### src/rtl/booth_pkg.sv
package booth_pkg;
   // Decoded radix-4 digit: magnitude selects plus sign
   typedef struct packed {
      logic one;   // magnitude 1
      logic two;   // magnitude 2
      logic neg;   // subtract the multiple
   } booth_sel_t;
endpackage

### src/rtl/booth_recoder.sv
module booth_recoder
   import booth_pkg::*;
(
   input  logic [2:0]  grp,
   output booth_sel_t  sel
);
   always_comb begin
      sel.one = grp[1] ^ grp[0];
      sel.two = (grp == 3'b011) | (grp == 3'b100);
      // a zero digit (000 or 111) never requests subtraction
      sel.neg = grp[2] & ~(grp[1] & grp[0]);
   end

   // digit magnitude is 0, 1 or 2 and a negated digit is never zero
   always_comb begin
      assert_digit_legal_R1: assert ($onehot0({sel.one, sel.two}) &&
                                     !(sel.neg && !sel.one && !sel.two));
   end
endmodule

### src/rtl/booth_multiple.sv
module booth_multiple
   import booth_pkg::*;
#(
   parameter int W = 34
) (
   input  logic [W-1:0] base,
   input  booth_sel_t   sel,
   output logic [W-1:0] addend
);
   always_comb begin
      if (sel.two)      addend = {base[W-2:0], 1'b0};
      else if (sel.one) addend = base;
      else              addend = '0;
   end
endmodule

### src/rtl/booth_addsub.sv
module booth_addsub #(
   parameter int W = 34
) (
   input  logic [W-1:0] a,
   input  logic [W-1:0] b,
   input  logic         sub,
   output logic [W-1:0] sum
);
   logic [W-1:0] b_x;
   logic [W-1:0] carry;

   // subtraction: flip every addend bit and inject a carry of one
   assign b_x      = b ^ {W{sub}};
   assign carry[0] = sub;

   for (genvar i = 0; i < W; i++) begin : g_bit
      assign sum[i] = a[i] ^ b_x[i] ^ carry[i];
      if (i < W - 1) begin : g_cy
         assign carry[i+1] = (a[i] & b_x[i]) | (carry[i] & (a[i] ^ b_x[i]));
      end
   end
endmodule

### src/rtl/booth_seq_ctrl.sv
module booth_seq_ctrl #(
   parameter int STEPS = 8
) (
   input  logic clk,
   input  logic rst_n,
   input  logic start,
   output logic busy,
   output logic done,
   output logic load,
   output logic step_en,
   output logic last
);
   localparam int CW = (STEPS > 1) ? $clog2(STEPS) : 1;

   logic [CW-1:0] cnt_q;

   assign load    = start & ~busy;
   assign step_en = busy;
   assign last    = busy & (cnt_q == CW'(STEPS - 1));

   always_ff @(posedge clk or negedge rst_n) begin
      if (!rst_n) begin
         busy  <= 1'b0;
         done  <= 1'b0;
         cnt_q <= '0;
      end else begin
         done <= last;
         if (load) begin
            busy  <= 1'b1;
            cnt_q <= '0;
         end else if (busy) begin
            cnt_q <= cnt_q + 1'b1;
            if (last) busy <= 1'b0;
         end
      end
   end
endmodule

### src/rtl/booth_mul_seq.sv
module booth_mul_seq
   import booth_pkg::*;
#(
   parameter int N = 16
) (
   input  logic           clk,
   input  logic           rst_n,
   input  logic           start,
   input  logic [N-1:0]   mcand,
   input  logic [N-1:0]   mplier,
   output logic           busy,
   output logic           done,
   output logic [2*N-1:0] product
);
   localparam int STEPS = N / 2;
   localparam int W     = 2 * N + 2;
   localparam int RW    = $clog2(STEPS + 1) + 1;

   if ((N % 2) != 0 || N < 4) begin : g_bad_width
      $error("booth_mul_seq: N must be even and at least 4");
   end

   logic           load, step_en, last;
   logic [W-1:0]   mc_q;      // sign-extended multiplicand, pre-aligned
   logic [N:0]     yq;        // multiplier with implicit zero below LSB
   logic [W-1:0]   acc_q;
   logic [W-1:0]   addend, sum;
   logic [2*N-1:0] prod_q;
   booth_sel_t     sel;

   booth_seq_ctrl #(.STEPS(STEPS)) u_ctrl (
      .clk, .rst_n, .start,
      .busy, .done, .load, .step_en, .last
   );

   booth_recoder u_rec (
      .grp (yq[2:0]),
      .sel (sel)
   );

   booth_multiple #(.W(W)) u_mult (
      .base   (mc_q),
      .sel    (sel),
      .addend (addend)
   );

   booth_addsub #(.W(W)) u_add (
      .a   (acc_q),
      .b   (addend),
      .sub (sel.neg),
      .sum (sum)
   );

   always_ff @(posedge clk or negedge rst_n) begin
      if (!rst_n) begin
         mc_q   <= '0;
         yq     <= '0;
         acc_q  <= '0;
         prod_q <= '0;
      end else if (load) begin
         mc_q  <= {{(W-N){mcand[N-1]}}, mcand};
         yq    <= {mplier, 1'b0};
         acc_q <= '0;
      end else if (step_en) begin
         acc_q <= sum;
         mc_q  <= {mc_q[W-3:0], 2'b00};
         yq    <= {2'b00, yq[N:2]};
         if (last) prod_q <= sum[2*N-1:0];
      end
   end

   assign product = prod_q;

   // ---------------- assertions ----------------
   logic [RW-1:0] run_len;
   always_ff @(posedge clk or negedge rst_n) begin
      if (!rst_n)       run_len <= '0;
      else if (load)    run_len <= '0;
      else if (busy)    run_len <= run_len + 1'b1;
   end

   // the final sum fits the 2N-bit signed range (guard bits agree)
   always_comb begin
      if (rst_n && last) begin
         assert_no_overflow_R4: assert (sum[W-1:2*N-1] == '0 ||
                                        sum[W-1:2*N-1] == '1);
      end
   end

   // completion arrives after exactly STEPS busy cycles
   assert_run_len_R3: assert property (@(posedge clk) disable iff (!rst_n)
      done |-> run_len == RW'(STEPS));

   // a start while busy never stretches or restarts the run
   assert_start_ignored_R6: assert property (@(posedge clk) disable iff (!rst_n)
      busy |-> run_len < RW'(STEPS));

   // done is a single-cycle pulse and never overlaps busy
   assert_done_pulse_R5: assert property (@(posedge clk) disable iff (!rst_n)
      done |=> !done);

   assert_done_not_busy_R5: assert property (@(posedge clk) disable iff (!rst_n)
      done |-> !busy);

   // the product only moves on a completion edge
   assert_product_hold_R8: assert property (@(posedge clk) disable iff (!rst_n)
      !done |-> $stable(product));
endmodule

### config.mk
export PLATFORM = sky130hd
export DESIGN_NAME = booth_mul_seq
export DESIGN_NICKNAME = d
export VERILOG_FILES = /design/src/rtl/booth_pkg.sv /design/src/rtl/booth_recoder.sv /design/src/rtl/booth_multiple.sv /design/src/rtl/booth_addsub.sv /design/src/rtl/booth_seq_ctrl.sv /design/src/rtl/booth_mul_seq.sv
export SDC_FILE = /design/constraint.sdc
export NUM_CORES = 1
export LEC_CHECK = 0
export BUFFER_PORTS_ARGS = -buffer_cell sky130_fd_sc_hd__buf_2
export CORE_ASPECT_RATIO = 0.5
export CORE_MARGIN = 2
export CORE_UTILIZATION = 36
export DETAILED_ROUTE_END_ITERATION = 10
export SLEW_MARGIN = 10
export SYNTH_ARGS = -nofsm -noshare
export SYNTH_HDL_FRONTEND = slang
export SYNTH_HIERARCHICAL = 1
export SYNTH_SLANG_ARGS = --single-unit
export TNS_END_PERCENT = 20
### constraint.sdc
create_clock -name clk -period 30.6 [get_ports clk]
set_clock_uncertainty 0.15 [all_clocks]
set_input_delay 3.06 -clock clk [delete_from_list [all_inputs] [get_ports clk]]
set_output_delay 3.06 -clock clk [all_outputs]
set_load 0.03 [all_outputs]
==> impl_metrics.json, run 1 <==
{
  "hold_class": "register to register",
  "tritoncts": "done",
  "layout-drive-gt1-share_pct": 28.43,
  "vias": 4002,
  "drtAntennaViolNets": 0,
  "yosysWarnings": 6,
  "die_y_um": 100.6,
  "path_max_fanout": 34,
  "crit_type": "register to register",
  "wl_per_cell_um": 14.08,
  "syn_to_final_growth_pct": 14.63,
  "setup-tns-final_ns": 0,
  "synth_area_per_cell_sq_um": 11.96,
  "worstHoldPathCells": 1,
  "critical_path_buf_inv_count": 3,
  "placed_area_sq_um": 7066,
  "r2r-start": "yq[0]",
  "synth_fp_nets": 632,
  "initial_utilization_pct": 36.63,
  "cts_resized": 0,
  "worstSkewPairLatency_ns": 0.41,
  "die_w_um": 197.2,
  "path_depth": 40,
  "slew_headroom_pct": 26.73,
  "finalWorstSetupSlack_ns": 15.92,
  "gp_congestion": 0.7296,
  "grt_pass1_wl_um": 20670,
  "dp_cells": 834,
  "cts_buffers": 17,
  "dieArea_sq_um": 19850,
  "numPortBuffers": 68,
  "r2r_cells": 40,
  "crit_path_top_delay_cell": "nor2b_4",
  "rows": 35,
  "gr-usage-all-layers_pct": 13.12,
  "seqCellArea_sq_um": 2957,
  "clock-sinks": 118,
  "worstSetupEndpoint": "product[31]",
  "final_cells": 866,
  "dp_slack_ns": 15.92,
  "drt-initial-drc-count": 231,
  "arrival_ns": 14.82,
  "drc": 0,
  "core_sq_um": 18350,
  "r2r_slack_ns": 15.92,
  "status": "completed",
  "final-setup-viol-count": 0,
  "grt_pass1_vias": 4169,
  "cts_buffer_depth": 2,
  "hpwlAfterDp_um": 7896,
  "viasPerCell": 4.621,
  "fin_crit_sh_pct": 47.96,
  "wl_um": 12190,
  "cp-end-kind": "register",
  "multi_input_area_sq_um": 3196,
  "worstMarginPinSlew_ns": 1.099,
  "final_max_slew_viol_count": 0,
  "cp-startpoint": "yq[0]",
  "r2r_end": "product[31]",
  "finalHoldViolCount": 0,
  "dr.pass1.iters": 4,
  "worstPathRequired_ns": 30.74,
  "clkTransAtPathRegs_ns": 0.06,
  "syn_area_sq_um": 6721,
  "cap_violations": 0,
  "root_buffer": "clkbuf_16",
  "netlist_instances": 562,
  "max_stage_delay_ns": 0.59,
  "crit_family": "adder cells",
  "critPathMostFrequentCell": "fa_1",
  "rsz0062_at_grt": "no",
  "post-cts-setup-buffers": 0,
  "postCtsHoldBufs": 0,
  "fin_area_sq_um": 7705,
  "io_pins": 69,
  "grt_max_degree": 113,
  "period_needed_ns": 14.68,
  "overflow": 0,
  "final_nets": 683,
  "cts-htree-levels": 4,
  "antenna_cells": 0,
  "fmax_mhz": 68.14,
  "cp-start-kind": "register",
  "antenna_found_initial": 0,
  "nFillCells": 1713
}
[sequential cells by signal, summed over array words and instances, names as in the netlist]
signal	count
product	32
u_ctrl/done	1
yq	17
acc_q	32
u_ctrl/busy	1
mc_q	32
u_ctrl/cnt_q	3
[worst min-delay path by stage]
stage	startpoint	end	slack, ns
after floorplan	u_ctrl/cnt_q[1]	u_ctrl/cnt_q[1]	0.32
after global placement	product[5]	product[5]	0.32
after detailed placement	product[6]	product[6]	0.33
after CTS	product[6]	product[6]	0.34
after global routing	product[5]	product[5]	0.36
final	product[5]	product[5]	0.34
[placed cells by master, fill, tap and decap left out, types with 5 or more instances in the layout]
master     count
nand2_1       35
xnor2_1       30
clkbuf_16     17
mux2_4        18
o21ai_0       31
buf_4          5
buf_2         67
dfrtp_1      117
mux2i_1       61
nor2_1        34
a22o_1        29
inv_1         64
fa_1          31
mux2_2        48
[metrics by stage]
stage	hold slack [ns]	util [%]
after floorplan	0.3219	-
after global placement	0.3247	38.51
after detailed placement	0.3306	38.51
after CTS	0.3447	41.99
after global routing	0.3563	41.99
final	0.3354	41.99
[per-layer routing]
| layer | track usage (%) | part of all wire (%) | routed length (um) |
|---|---|---|---|
| met5 | 0 | 0 | 0 |
| met4 | 5.379 | 1.3 | 153 |
| met2 | 19.66 | 44 | 5357 |
| met3 | 3.011 | 2.9 | 358 |
| met1 | 18.41 | 52 | 6321 |
[area by class of cell]
type                       count  area share [%]
multi-input combinational    340           41.47
sequential                   118           38.37
clock buffer                  19           5.749
timing repair buffer          72           4.839
tap                          240           3.897
inverter                      64           3.118
clock inverter                13           2.550
Power of run 1 is left out: the tool's default activity adds up to more than one toggle a clock period on the data nets, which glitch-free logic cannot reach.
==> run 2, diff against run 1 <==
clock period = 14.55 ns   (was 30.6 ns; I/O delays follow)
==> impl_metrics.json, run 2 (synthesis gave the netlist of run 1 again) <==
{
  "hpwlAfterDp_um": 8164,
  "grt_pass1_vias": 3977,
  "path_max_fanout": 4,
  "layout_commonest_cell": "dfrtp_1",
  "worstPathRequired_ns": 14.69,
  "viasPerCell": 4.575,
  "worstMarginPinSlew_ns": 1.105,
  "syn_to_final_growth_pct": 15.52,
  "fin_crit_sh_pct": 96.18,
  "die_w_um": 197.2,
  "crit_path_top_delay_cell": "fa_1",
  "vias": 3985,
  "cp-end-kind": "register",
  "crit_type": "register to register",
  "dr.pass1.iters": 4,
  "cp-startpoint": "yq[0]",
  "drt-initial-drc-count": 185,
  "wl_um": 12410,
  "worstSkewPairLatency_ns": 0.42,
  "drc": 0,
  "hold_end": "product[6]",
  "hold_start": "product[6]",
  "wl_per_cell_um": 14.25,
  "rsz0062_at_grt": "no",
  "gr-usage-all-layers_pct": 13.30,
  "final_nets": 688,
  "clkTransAtPathRegs_ns": 0.06,
  "clock-sinks": 118,
  "io_pins": 69,
  "hold_class": "register to register",
  "tritoncts": "done",
  "r2r_slack_ns": 0.56,
  "root_buffer": "clkbuf_16",
  "critPathMostFrequentCell": "fa_1",
  "r2r-start": "yq[0]",
  "layout-drive-gt1-share_pct": 29.32,
  "gp_congestion": 0.7750,
  "final_max_slew_viol_count": 0,
  "critical_path_buf_inv_count": 3,
  "max_stage_delay_ns": 0.49,
  "numPortBuffers": 68,
  "arrival_ns": 14.14,
  "cp-start-kind": "register",
  "grt_pass1_wl_um": 20700,
  "setup-tns-final_ns": 0,
  "overflow": 0,
  "drtAntennaViolNets": 0,
  "finalHoldViolCount": 0,
  "final-setup-viol-count": 0,
  "dieArea_sq_um": 19850,
  "crit_family": "adder cells",
  "r2r_end": "product[31]",
  "fmax_mhz": 71.46,
  "initial_utilization_pct": 36.63,
  "core_sq_um": 18350,
  "slew_headroom_pct": 26.32,
  "final_cell_mix": "dfrtp_1, buf_2, inv_1",
  "antenna_cells": 0,
  "period_needed_ns": 13.99,
  "grt_max_degree": 113,
  "cts-htree-levels": 4,
  "worstHoldPathCells": 1,
  "cap_violations": 0,
  "antenna_found_initial": 0,
  "cts_buffers": 17,
  "r2r_cells": 40,
  "die_y_um": 100.6,
  "cts_buffer_depth": 2,
  "status": "completed",
  "rows": 35
}
run 2: changes by cell type in the layout (fill, tap and decap cells not counted), sizes merged:
cell and change:
bufinv +1, clkbuf -1, buf +4, mux2 +1, clkinvlp -1, clkinv +2, inv -1
run 2: worst reg2reg max path, delay by kind of cell, from the launching register on:
family        cells  cell delay [ns]
fa+ha+maj        32            12.19
mux               3             0.67
flops             1             0.40
simple gates      2             0.32
buf+inv           3             0.17
run 2: layer usage:
layer	wire [um]	vias up	share of wire (%)	track usage, %
li1	-	1952	-	-
met5	0	-	0	0
met3	326	13	2.6	3.145
met4	161	0	1.3	5.205
met1	6428	1987	52	19.28
met2	5497	33	44	19.18
run 2: cell type report:
type	count	area, sq um
clock buffers	18	429.2
multi-input cells	341	3212
clock inverters	14	224.0
fillers	1689	10580
flip-flops and latches	118	2957
inverters	64	240.2
repair buffers	76	402.9
well taps	240	300.3
run 2: repair_timing:
| action | in CTS | in global routing |
|---|---|---|
| endpoints found under the setup margin | 0 | 2 |
| buffers inserted | 0 | 2 |
| hold buffers | 0 | 0 |
| resized for setup | 0 | 2 |
run 2: worst max path at each step:
stage,to,slack [ns],cells after the start
2_1_floorplan,product[31],0.79,42
3_3_place_gp,product[31],0.51,40
3_5_place_dp,product[31],0.32,40
4_1_cts,product[31],0.25,40
5_1_grt,product[31],0.04,41
6_report,product[31],0.56,40
run 2: metrics by stage:
step | setup slack, ns | utilization, % | area, sq um | hold slack [ns] | instances
2_1_floorplan | 0.7852 | - | 6721 | 0.3219 | 562
5_1_grt | 0.03794 | 42.32 | 7765 | 0.3668 | 871
6_report | 0.5558 | 42.32 | 7765 | 0.3395 | 871
3_5_place_dp | 0.3205 | 38.59 | 7081 | 0.3344 | 836
4_1_cts | 0.2525 | 42.15 | 7734 | 0.3488 | 868
3_3_place_gp | 0.5142 | 38.59 | 7081 | 0.3278 | 836
Power of run 2 is left out for the same reason.
